## src/rtl/pdc_timer_pkg.sv

```systemverilog
package pdc_timer_pkg;
  localparam int IDX_W  = 8;
  localparam int VEC_W  = 8;
  localparam int CODE_W = 3;

  localparam logic [IDX_W-1:0] IDX_ENTRY = 8'h32;
  localparam logic [IDX_W-1:0] IDX_START = 8'h38;
  localparam logic [IDX_W-1:0] IDX_COUNT = 8'h39;
  localparam logic [IDX_W-1:0] IDX_DIV   = 8'h3E;

  localparam int ENTRY_MASK_BIT   = 16;
  localparam int ENTRY_REPEAT_BIT = 17;

  typedef struct packed {
    logic             repeat_en;
    logic             masked;
    logic [VEC_W-1:0] vector;
  } entry_t;
endpackage

```

## src/rtl/pdc_timer_regs.sv

```systemverilog
module pdc_timer_regs
  import pdc_timer_pkg::*;
#(
  parameter int DATA_W = 32
) (
  input  logic              clk,
  input  logic              rst_n,
  input  logic              wr_en,
  input  logic [IDX_W-1:0]  wr_addr,
  input  logic [DATA_W-1:0] wr_data,
  input  logic [IDX_W-1:0]  rd_addr,
  output logic [DATA_W-1:0] rd_data,
  input  logic [DATA_W-1:0] count_i,
  output logic [DATA_W-1:0] start_o,
  output logic [CODE_W-1:0] shift_o,
  output entry_t            entry_o,
  output logic              load_o
);
  logic [CODE_W-1:0] code_q;
  logic [DATA_W-1:0] start_q;
  entry_t            entry_q;

  always_ff @(posedge clk) begin
    if (!rst_n) begin
      code_q  <= '0;
      start_q <= '0;
      entry_q <= '0;
    end else if (wr_en) begin
      case (wr_addr)
        IDX_START: start_q <= wr_data;
        IDX_DIV:   code_q  <= {wr_data[3], wr_data[1:0]};
        IDX_ENTRY: begin
          entry_q.repeat_en <= wr_data[ENTRY_REPEAT_BIT];
          entry_q.masked    <= wr_data[ENTRY_MASK_BIT];
          entry_q.vector    <= wr_data[VEC_W-1:0];
        end
        default: ;
      endcase
    end
  end

  always_comb begin
    rd_data = '0;
    case (rd_addr)
      IDX_START: rd_data = start_q;
      IDX_COUNT: rd_data = count_i;
      IDX_DIV: begin
        rd_data[3]   = code_q[2];
        rd_data[1:0] = code_q[1:0];
      end
      IDX_ENTRY: begin
        rd_data[ENTRY_REPEAT_BIT] = entry_q.repeat_en;
        rd_data[ENTRY_MASK_BIT]   = entry_q.masked;
        rd_data[VEC_W-1:0]        = entry_q.vector;
      end
      default: rd_data = '0;
    endcase
  end

  assign start_o = start_q;
  assign shift_o = code_q + CODE_W'(1);
  assign entry_o = entry_q;
  assign load_o  = wr_en && (wr_addr == IDX_START);

  p_count_write_ignored_r9: assert property (@(posedge clk) disable iff (!rst_n)
    (wr_en && wr_addr == IDX_COUNT) |=> ($stable(start_q) && $stable(code_q) && $stable(entry_q)));
endmodule

```

## src/rtl/pdc_timer_prescale.sv

```systemverilog
module pdc_timer_prescale
  import pdc_timer_pkg::*;
(
  input  logic              clk,
  input  logic              rst_n,
  input  logic              restart,
  input  logic [CODE_W-1:0] shift,
  output logic              tick
);
  localparam int PRE_W = (1 << CODE_W) - 1;

  logic [PRE_W-1:0] phase_q;
  logic [PRE_W-1:0] span;

  for (genvar g = 0; g < PRE_W; g++) begin : g_span
    assign span[g] = (CODE_W'(g) < shift);
  end

  always_ff @(posedge clk) begin
    if (!rst_n || restart) phase_q <= '0;
    else                   phase_q <= phase_q + PRE_W'(1);
  end

  assign tick = &(phase_q | ~span);

  p_tick_gap_r2: assert property (@(posedge clk) disable iff (!rst_n)
    (tick && shift != '0 && !restart) |=> (!tick || shift != $past(shift)));
endmodule

```

## src/rtl/pdc_timer_count.sv

```systemverilog
module pdc_timer_count
  import pdc_timer_pkg::*;
#(
  parameter int CNT_W = 32
) (
  input  logic             clk,
  input  logic             rst_n,
  input  logic             load,
  input  logic [CNT_W-1:0] load_val,
  input  logic [CNT_W-1:0] start_val,
  input  logic             tick,
  input  entry_t           entry,
  output logic [CNT_W-1:0] count_o,
  output logic             irq_o,
  output logic [VEC_W-1:0] vec_o
);
  logic [CNT_W-1:0] count_q;
  logic             irq_q;
  logic [VEC_W-1:0] vec_q;

  always_ff @(posedge clk) begin
    if (!rst_n) begin
      count_q <= '0;
      irq_q   <= 1'b0;
      vec_q   <= '0;
    end else begin
      irq_q <= 1'b0;
      if (load) begin
        count_q <= load_val;
      end else if (tick) begin
        if (count_q == '0) begin
          if (entry.repeat_en) count_q <= start_val;
        end else begin
          count_q <= count_q - CNT_W'(1);
          if (count_q == CNT_W'(1) && !entry.masked) begin
            irq_q <= 1'b1;
            vec_q <= entry.vector;
          end
        end
      end
    end
  end

  assign count_o = count_q;
  assign irq_o   = irq_q;
  assign vec_o   = vec_q;

  p_load_value_r3: assert property (@(posedge clk) disable iff (!rst_n)
    load |=> (count_q == $past(load_val)));
  p_step_r2: assert property (@(posedge clk) disable iff (!rst_n)
    (!load && tick && count_q != '0) |=> (count_q == $past(count_q) - CNT_W'(1)));
  p_single_hold_r4: assert property (@(posedge clk) disable iff (!rst_n)
    (!load && count_q == '0 && !entry.repeat_en) |=> (count_q == '0));
  p_reload_r5: assert property (@(posedge clk) disable iff (!rst_n)
    (!load && tick && count_q == '0 && entry.repeat_en) |=> (count_q == $past(start_val)));
  p_pulse_single_r6: assert property (@(posedge clk) disable iff (!rst_n)
    irq_q |=> !irq_q);
  p_pulse_at_zero_r6: assert property (@(posedge clk) disable iff (!rst_n)
    irq_q |-> (count_q == '0));
  p_mask_quiet_r7: assert property (@(posedge clk) disable iff (!rst_n)
    irq_q |-> !$past(entry.masked));
  p_zero_start_r8: assert property (@(posedge clk) disable iff (!rst_n)
    (load && load_val == '0) |=> (!irq_q && count_q == '0));
endmodule

```

## src/rtl/pdc_timer.sv

```systemverilog
module pdc_timer
  import pdc_timer_pkg::*;
#(
  parameter int DATA_W = 32
) (
  input  logic              clk,
  input  logic              rst_n,
  input  logic              wr_en,
  input  logic [7:0]        wr_addr,
  input  logic [DATA_W-1:0] wr_data,
  input  logic [7:0]        rd_addr,
  output logic [DATA_W-1:0] rd_data,
  output logic              irq_pulse,
  output logic [7:0]        irq_vector
);
  logic [DATA_W-1:0] count;
  logic [DATA_W-1:0] start;
  logic [CODE_W-1:0] shift;
  entry_t            entry;
  logic              load;
  logic              tick;

  pdc_timer_regs #(.DATA_W(DATA_W)) u_regs (
    .clk(clk), .rst_n(rst_n), .wr_en(wr_en), .wr_addr(wr_addr), .wr_data(wr_data),
    .rd_addr(rd_addr), .rd_data(rd_data), .count_i(count), .start_o(start),
    .shift_o(shift), .entry_o(entry), .load_o(load)
  );

  pdc_timer_prescale u_pre (
    .clk(clk), .rst_n(rst_n), .restart(load), .shift(shift), .tick(tick)
  );

  pdc_timer_count #(.CNT_W(DATA_W)) u_cnt (
    .clk(clk), .rst_n(rst_n), .load(load), .load_val(wr_data), .start_val(start),
    .tick(tick), .entry(entry), .count_o(count), .irq_o(irq_pulse), .vec_o(irq_vector)
  );
endmodule

```

## config.mk

```make
export PLATFORM = sky130hd
export DESIGN_NAME = pdc_timer
export DESIGN_NICKNAME = d
export VERILOG_FILES = /design/src/rtl/pdc_timer_pkg.sv /design/src/rtl/pdc_timer_regs.sv /design/src/rtl/pdc_timer_prescale.sv /design/src/rtl/pdc_timer_count.sv /design/src/rtl/pdc_timer.sv
export SDC_FILE = /design/constraint.sdc
export NUM_CORES = 1
export LEC_CHECK = 0
export BUFFER_PORTS_ARGS = -buffer_cell sky130_fd_sc_hd__clkbuf_2
export CORE_ASPECT_RATIO = 1.2
export CORE_UTILIZATION = 50
export CTS_BUF_LIST = sky130_fd_sc_hd__clkbuf_4
export CTS_CLUSTER_DIAMETER = 50
export DETAILED_ROUTE_END_ITERATION = 16
export PLACE_DENSITY = 0.73
export SYNTH_ARGS = -nofsm -noshare
export SYNTH_HDL_FRONTEND = slang
export SYNTH_HIERARCHICAL = 1
export SYNTH_SLANG_ARGS = --single-unit
```

## constraint.sdc

```tcl
create_clock -name clk -period 3.4 [get_ports clk]
set_input_delay 0 -clock clk [delete_from_list [all_inputs] [get_ports clk]]
set_output_delay 0 -clock clk [all_outputs]
set_load 0.01 [all_outputs]
```

==> run_results.csv, run 1 <==
group,metric,value,unit
timing,fmaxAchievable,0.3423,GHz
synth,synth_edf_count,0,
timing,fin_crit_sh,85.93,%
clock_network,path_clk_slew,0.14,ns
routing,drt-initial-drc-count,359,
setup_path,crit_arrival,3.31,ns
timing,hold_viol,0,
final_layout,fin_cells,896,
floorplanning,die_w,96.46,um
routing,avgRoutedWirePerCell,17.70,um
setup_path,r2r_start,"u_regs/code_q[0]",
setup_path,path_cells,"ha_1 -> inv_1 -> a21oi_1 -> a211o_1 -> a222oi_1 -> inv_1 -> a31oi_2 -> or2_0 -> a21oi_1 -> nor4_1",
routing,vias,5445,
setup_path,cp-start-kind,"flip-flop",
floorplanning,fp-row-count,41,
setup_path,required,3.78,ns
clock_network,cts_buffers,9,
synth,yosys-top-cells-area,"dfxtp_1 (35%), mux2i_1 (11%), nand2_1 (7.2%)",
synth,synth_seq_cells,93,
setup_path,worst_path_dominant_cell_family,"compound AO/OA/AOI/OAI gates",
routing,viasPerCell,6.077,
grt,antenna_found_initial,0,
clock_network,clock_path_buffers,2,
power_and_ir_drop,p_per_area,414.2,mW/mm^2
final_layout,area_growth,20.24,%
synth,async_reset_ff_share,0,%
grt,grt_pass1_vias,5084,
synth,ys_types,63,
routing,drc_errors,0,
synth,yosys_most_used_dff,"dfxtp_1",
timing,setup_viol_count_final,0,
synth,syn-cell-area,0.005354,sq mm
timing,rsz0062_at_grt,"false",
setup_path,critical_path_class,"flip-flop to flip-flop",
clock_network,postCtsSetupBuffers,0,
floorplanning,initial_core_util,51.16,%
timing,fin_worst_skew,0.01986,ns
clock_network,cts_resized,0,
timing,tns,0,ns
run,max_cap_violations,0,
synth,yosysWarnings,6,
synth,synth_cells,648,
floorplanning,pin_count,92,
setup_path,slowest_delay,0.50,ns
grt,gr-max-usage-layer,"met2",
clock_network,clkSinkCount,93,
hold_path,hold_class,"primary input to flip-flop",
grt,grt_pass1_wl,25020,um
final_layout,antenna_cells,0,
timing,tightest_slew,0.8310,ns
placed_design,dp_hpwl,11020,um
setup_path,crit_path_top_delay_cell,"or2_0",
floorplanning,dieArea,0.01113,sq mm
synth,synth_seq_area_share,34.77,%
placed_design,pre_cts_ws,0.5537,ns
timing,layout_min_cycle_time,2.921,ns
grt,overflow,0,
placed_design,dp.cells,843,
power_and_ir_drop,p_leak,2.574,nW
synth,synth_fp_nets,703,
grt,grt_max_degree,61,
routing,routed_wl,15860,um
floorplanning,core,0.01047,sq mm
grt,grt_use_total,29.37,%
status,status,"finished, final reports clean",
timing,slew_viol_final,0,
final_layout,postLayoutCoreUtil,61.51,%
routing,postRouteAntennaNets,0,
power_and_ir_drop,max-vdd-ir-drop,0.0002264,V
synth,synth_largest_area_cell,"dfxtp_1",
clock_network,htreeDepth,3,
hold_path,min_from,"wr_addr[1]",
final_layout,nets,817,
timing,post-route-worst-setup-slack,0.4785,ns
grt,use_met1,36.28,%
clock_network,clock-root-buffer,"clkbuf_4",
timing,relSlewSlack,44.49,%
clock_network,worstSkewPairLatency,0.47,ns
placed_design,gp_congestion,0.9303,
grt,use_met3,3.108,%
setup_path,worstPathMaxFanout,8,
synth,syn_area_per_cell,8.262,sq um
placed_design,port_buffers,91,
synth,synth_top_area_share,34.77,%
routing,drt_first_pass_iters,5,
setup_path,end_kind,"flip-flop",
setup_path,crit_path_start,"u_regs/code_q[0]",
grt,use_met2,50.61,%
clock_network,cts_tree,"yes",
floorplanning,die_y,115.4,um
setup_path,crit_buf_inv,2,
final_layout,drive_above_1_share,18.64,%
## registers in the layout, indices dropped and copies added (netlist names)
name,count
u_regs/code_q,3
u_regs/entry_o,10
u_cnt/irq_o,1
u_cnt/vec_o,8
u_pre/phase_q,7
u_regs/start_o,32
u_cnt/count_o,32
## worst register-to-register path, cell delays in order (launching register included)
cell      delay, ns
dfxtp_1        0.37
ha_1           0.34
inv_1          0.09
a21oi_1        0.06
a211o_1        0.26
a222oi_1       0.35
inv_1          0.16
a31oi_2        0.35
or2_0          0.50
a21oi_1        0.13
nor4_1         0.25
## final timing paths
check / endpoint / slack [ns] / depth (start not counted)
setup / recovery: u_cnt/count_o[13] / 0.48 / 10
hold / removal: u_cnt/count_o[0] / 0.17 / 5
setup reg to reg: u_cnt/count_o[13] / 0.48 / 10
hold reg to reg: u_regs/entry_o[2] / 0.49 / 2
## cells in the final DEF (no fill, tap or decap), types with 3 or more instances in the layout
cell type and count:
nand2_1 103, dfxtp_1 93, clkbuf_2 90, mux2i_1 59
nor2_1 45, dlygate4sd3_1 37, o21ai_0 32, a22o_1 22
inv_1 21, nor3_1 21, buf_4 19, nor4_1 18
a21oi_1 16, a221o_1 16, a211oi_1 13, xnor2_1 11
nand3_1 11, clkbuf_4 10, nor2b_1 10, nand4_1 9
o211ai_1 8, or3_1 7, xor2_1 7, a31oi_1 6
mux2_2 6, or4_1 5, o31ai_1 4, a22oi_1 4
nand4b_1 4, ha_1 4, and2_1 3, or2_2 3
nand3b_1 3, nand2b_1 3, a31o_2 3, o2111ai_1 3
or4bb_1 3
## cell usage after synthesis (7+ instances only)
| master | number |
|---|---|
| a21oi_1 | 16 |
| or3_1 | 7 |
| o21ai_0 | 32 |
| a211oi_1 | 13 |
| mux2i_1 | 59 |
| a221o_1 | 16 |
| xnor2_1 | 11 |
| nor2b_1 | 10 |
| nor3_1 | 21 |
| a22o_1 | 22 |
| clkbuf_1 | 28 |
| nor4_1 | 19 |
| xor2_1 | 7 |
| o211ai_1 | 8 |
| nand3_1 | 11 |
| inv_1 | 21 |
| dfxtp_1 | 93 |
| nor2_1 | 45 |
| nand4_1 | 9 |
| nand2_1 | 103 |
| buf_2 | 9 |
## where the power goes
| part | total, mW | switching (mW) | internal, mW |
|---|---|---|---|
| sequential | 1.24 | 0.0947 | 1.14 |
| clock | 0.624 | 0.392 | 0.232 |
| combinational | 0.807 | 0.472 | 0.335 |
| total | 2.67 | 0.959 | 1.71 |
## logic make-up after synthesis
group           share of synthesized area [%]
simple gates                            25.12
compound gates                          18.88
flops                                   34.77
mux                                     12.29
buf+inv                                 5.048
xor+xnor                                2.945
fa+ha+maj                              0.9348
## per-layer routing
metal | vias to the layer above | routed length [um]
met4 | 0 | 410
met1 | 2588 | 6690
met3 | 31 | 890
met2 | 220 | 7868
met5 | - | 0
li1 | 2606 | -
## per-stage QoR
stage	hold WS (ns)	total power, mW	instance area, sq um
after detailed placement	0.2478	2.009	5929
after global placement	0.2412	1.994	5929
after global routing	0.2499	2.814	6437
after floorplan	0.1086	1.753	5354
after CTS	0.1493	2.668	6437
final	0.1683	2.667	6437
## cell type report
class | instances | area, sq um
clock inverter | 6 | 62.56
tap | 129 | 161.4
clock buffer | 10 | 75.07
inverter | 21 | 78.83
sequential | 93 | 1862
fill | 952 | 4028
timing repair buffer | 146 | 963.4
multi-input combinational | 491 | 3234
## timing repair
action | CTS | global route
setup endpoints to repair | 0 | 0
hold endpoints to repair | 77 | 0
hold buffers | 37 | 0
No activity file was read; power rests on OpenSTA's default activity.
==> run 2, diff against run 1 <==
--- a/config.mk
+++ b/config.mk
@@ -11,6 +11,7 @@
 export CTS_BUF_LIST = sky130_fd_sc_hd__clkbuf_4
 export CTS_CLUSTER_DIAMETER = 50
 export DETAILED_ROUTE_END_ITERATION = 16
+export GPL_TIMING_DRIVEN = 0
 export PLACE_DENSITY = 0.73
 export SYNTH_ARGS = -nofsm -noshare
 export SYNTH_HDL_FRONTEND = slang
==> run_results.csv, run 2 (same netlist as run 1, synthesis figures left out) <==
group,metric,value,unit
status,status,"finished, final reports clean",
floorplanning,dieArea,0.01113,sq mm
clock_network,clock_path_buffers,2,
grt,use_met3,6.944,%
timing,relSlewSlack,39.16,%
final_layout,layout_commonest_cell,"nand2_1",
grt,use_met1,39.75,%
timing,whs,0.08818,ns
timing,layout_min_cycle_time,3.170,ns
timing,slew_viol_final,0,
power_and_ir_drop,p_per_area,409.6,mW/mm^2
timing,tightest_slew,0.9043,ns
clock_network,cts_buffers,9,
floorplanning,core,0.01047,sq mm
timing,fin_worst_skew,0.02173,ns
setup_path,critical_path_class,"flip-flop to flip-flop",
routing,routed_wl,18690,um
timing,hold_viol,0,
setup_path,cp-start-kind,"flip-flop",
hold_path,whs_path_depth,5,
routing,drc_errors,0,
final_layout,drive_above_1_share,17.79,%
placed_design,gp_congestion,0.9831,
grt,use_met2,56.85,%
timing,fin_crit_sh,93.24,%
grt,grt_pass1_wl,28010,um
routing,drt_first_pass_iters,5,
setup_path,critPathCapture,"u_cnt/count_o[7]",
routing,avgRoutedWirePerCell,20.16,um
floorplanning,pin_count,92,
timing,post-route-worst-setup-slack,0.2299,ns
clock_network,clkSinkCount,93,
routing,drt-initial-drc-count,504,
clock_network,cts_tree,"yes",
clock_network,path_clk_slew,0.16,ns
setup_path,worstReg2RegEnd,"u_cnt/count_o[7]",
final_layout,nets,848,
setup_path,required,3.78,ns
power_and_ir_drop,p_leak,2.618,nW
final_layout,final_cell_mix,"nand2_1 (103), dfxtp_1 (93), clkbuf_2 (91), mux2i_1 (59), nor2_1 (45)",
placed_design,port_buffers,91,
placed_design,dp.cells,868,
placed_design,dp_hpwl,13170,um
final_layout,fin_cells,927,
setup_path,crit_path_start,"u_cnt/count_o[12]",
floorplanning,die_w,96.46,um
grt,overflow,0,
floorplanning,die_y,115.4,um
floorplanning,fp-row-count,41,
timing,setup_viol_count_final,0,
clock_network,worstSkewPairLatency,0.47,ns
placed_design,pre_cts_ws,-0.4509,ns
timing,rsz0062_at_grt,"false",
run,max_cap_violations,0,
final_layout,antenna_cells,0,
clock_network,clock-root-buffer,"clkbuf_4",
setup_path,reg2reg_setup_slack,0.23,ns
setup_path,r2r_start,"u_cnt/count_o[12]",
setup_path,crit_arrival,3.55,ns
final_layout,area_growth,22.27,%
setup_path,r2r_cells,6,
final_layout,nFillCells,990,
final_layout,multiInputGateArea,0.003236,sq mm
grt,grt_max_degree,18,
hold_path,hold_class,"primary input to flip-flop",
grt,gr-max-usage-layer,"met2",
floorplanning,initial_core_util,51.16,%
routing,vias,5744,
routing,viasPerCell,6.196,
grt,antenna_found_initial,0,
grt,grt_pass1_vias,5379,
power_and_ir_drop,max-vdd-ir-drop,0.0002349,V
setup_path,worstPathMaxFanout,10,
timing,fmaxAchievable,0.3154,GHz
grt,grt_use_total,34.13,%
routing,postRouteAntennaNets,0,
setup_path,end_kind,"flip-flop",
final_layout,final-seq-area,0.001862,sq mm
clock_network,htreeDepth,3,
## run 2: cell count changes in the layout (fill, tap and decap cells not counted), moves of 2 or more
cell           delta
buf_2             +9
clkbuf_1         +28
buf_1             +2
buf_4            -13
dlygate4sd3_1     +3
## run 2: worst min path at each step
stage	from	to
2_1_floorplan	wr_data[1]	u_cnt/count_o[1]
5_1_grt	wr_addr[4]	u_regs/entry_o[9]
3_3_place_gp	wr_data[20]	u_regs/start_o[20]
3_5_place_dp	wr_data[1]	u_cnt/count_o[1]
6_report	wr_addr[4]	u_regs/entry_o[9]
4_1_cts	wr_addr[4]	u_regs/entry_o[9]
## run 2: cell type report
| cell class | count | area share (%) |
|---|---|---|
| clock inverter | 6 | 0.9748 |
| clock buffer | 10 | 1.147 |
| buffer | 43 | 2.924 |
| timing repair buffer | 134 | 13.42 |
| inverter | 21 | 1.204 |
| sequential | 93 | 28.44 |
| tap | 129 | 2.466 |
| multi-input combinational | 491 | 49.43 |
## run 2: per-layer routing
metal	wire [um]	vias up
li1	-	2672
met1	7486	2728
met2	8921	267
met3	1321	77
met4	958	0
met5	0	-
## run 2: metrics by stage
step / cell area, sq um / power (mW) / setup TNS [ns] / utilization (%)
after floorplan: 5354 / 1.753 / 0 / -
after global placement: 5971 / 1.983 / -10.45 / 57.05
after detailed placement: 5971 / 2.002 / -10.60 / 57.05
after CTS: 6533 / 2.659 / 0 / 62.42
after global routing: 6546 / 2.799 / 0 / 62.55
final: 6546 / 2.681 / 0 / 62.55
## run 2: repair_timing
| item | CTS | global route |
|---|---|---|
| gates resized for setup | 0 | 2 |
| hold endpoints to repair | 77 | 0 |
| hold buffers | 40 | 0 |
| pin swaps | 1 | 0 |
| setup endpoints to repair | 39 | 22 |
| buffers inserted | 3 | 0 |
## run 2: critical path, cell delays in order (launching register included)
cell      delay, ns
dfxtp_1        0.41
nor4_1         0.69
nand4_1        0.56
nor2_2         0.64
buf_2          0.41
o21ai_0        0.14
a211oi_1       0.24
## run 2: where the power goes
part | leakage [nW] | internal [mW] | switching (mW)
sequential | 0.754 | 1.14 | 0.0804
combinational | 1.79 | 0.309 | 0.523
clock | 0.0740 | 0.232 | 0.396
total | 2.62 | 1.68 | 1.00
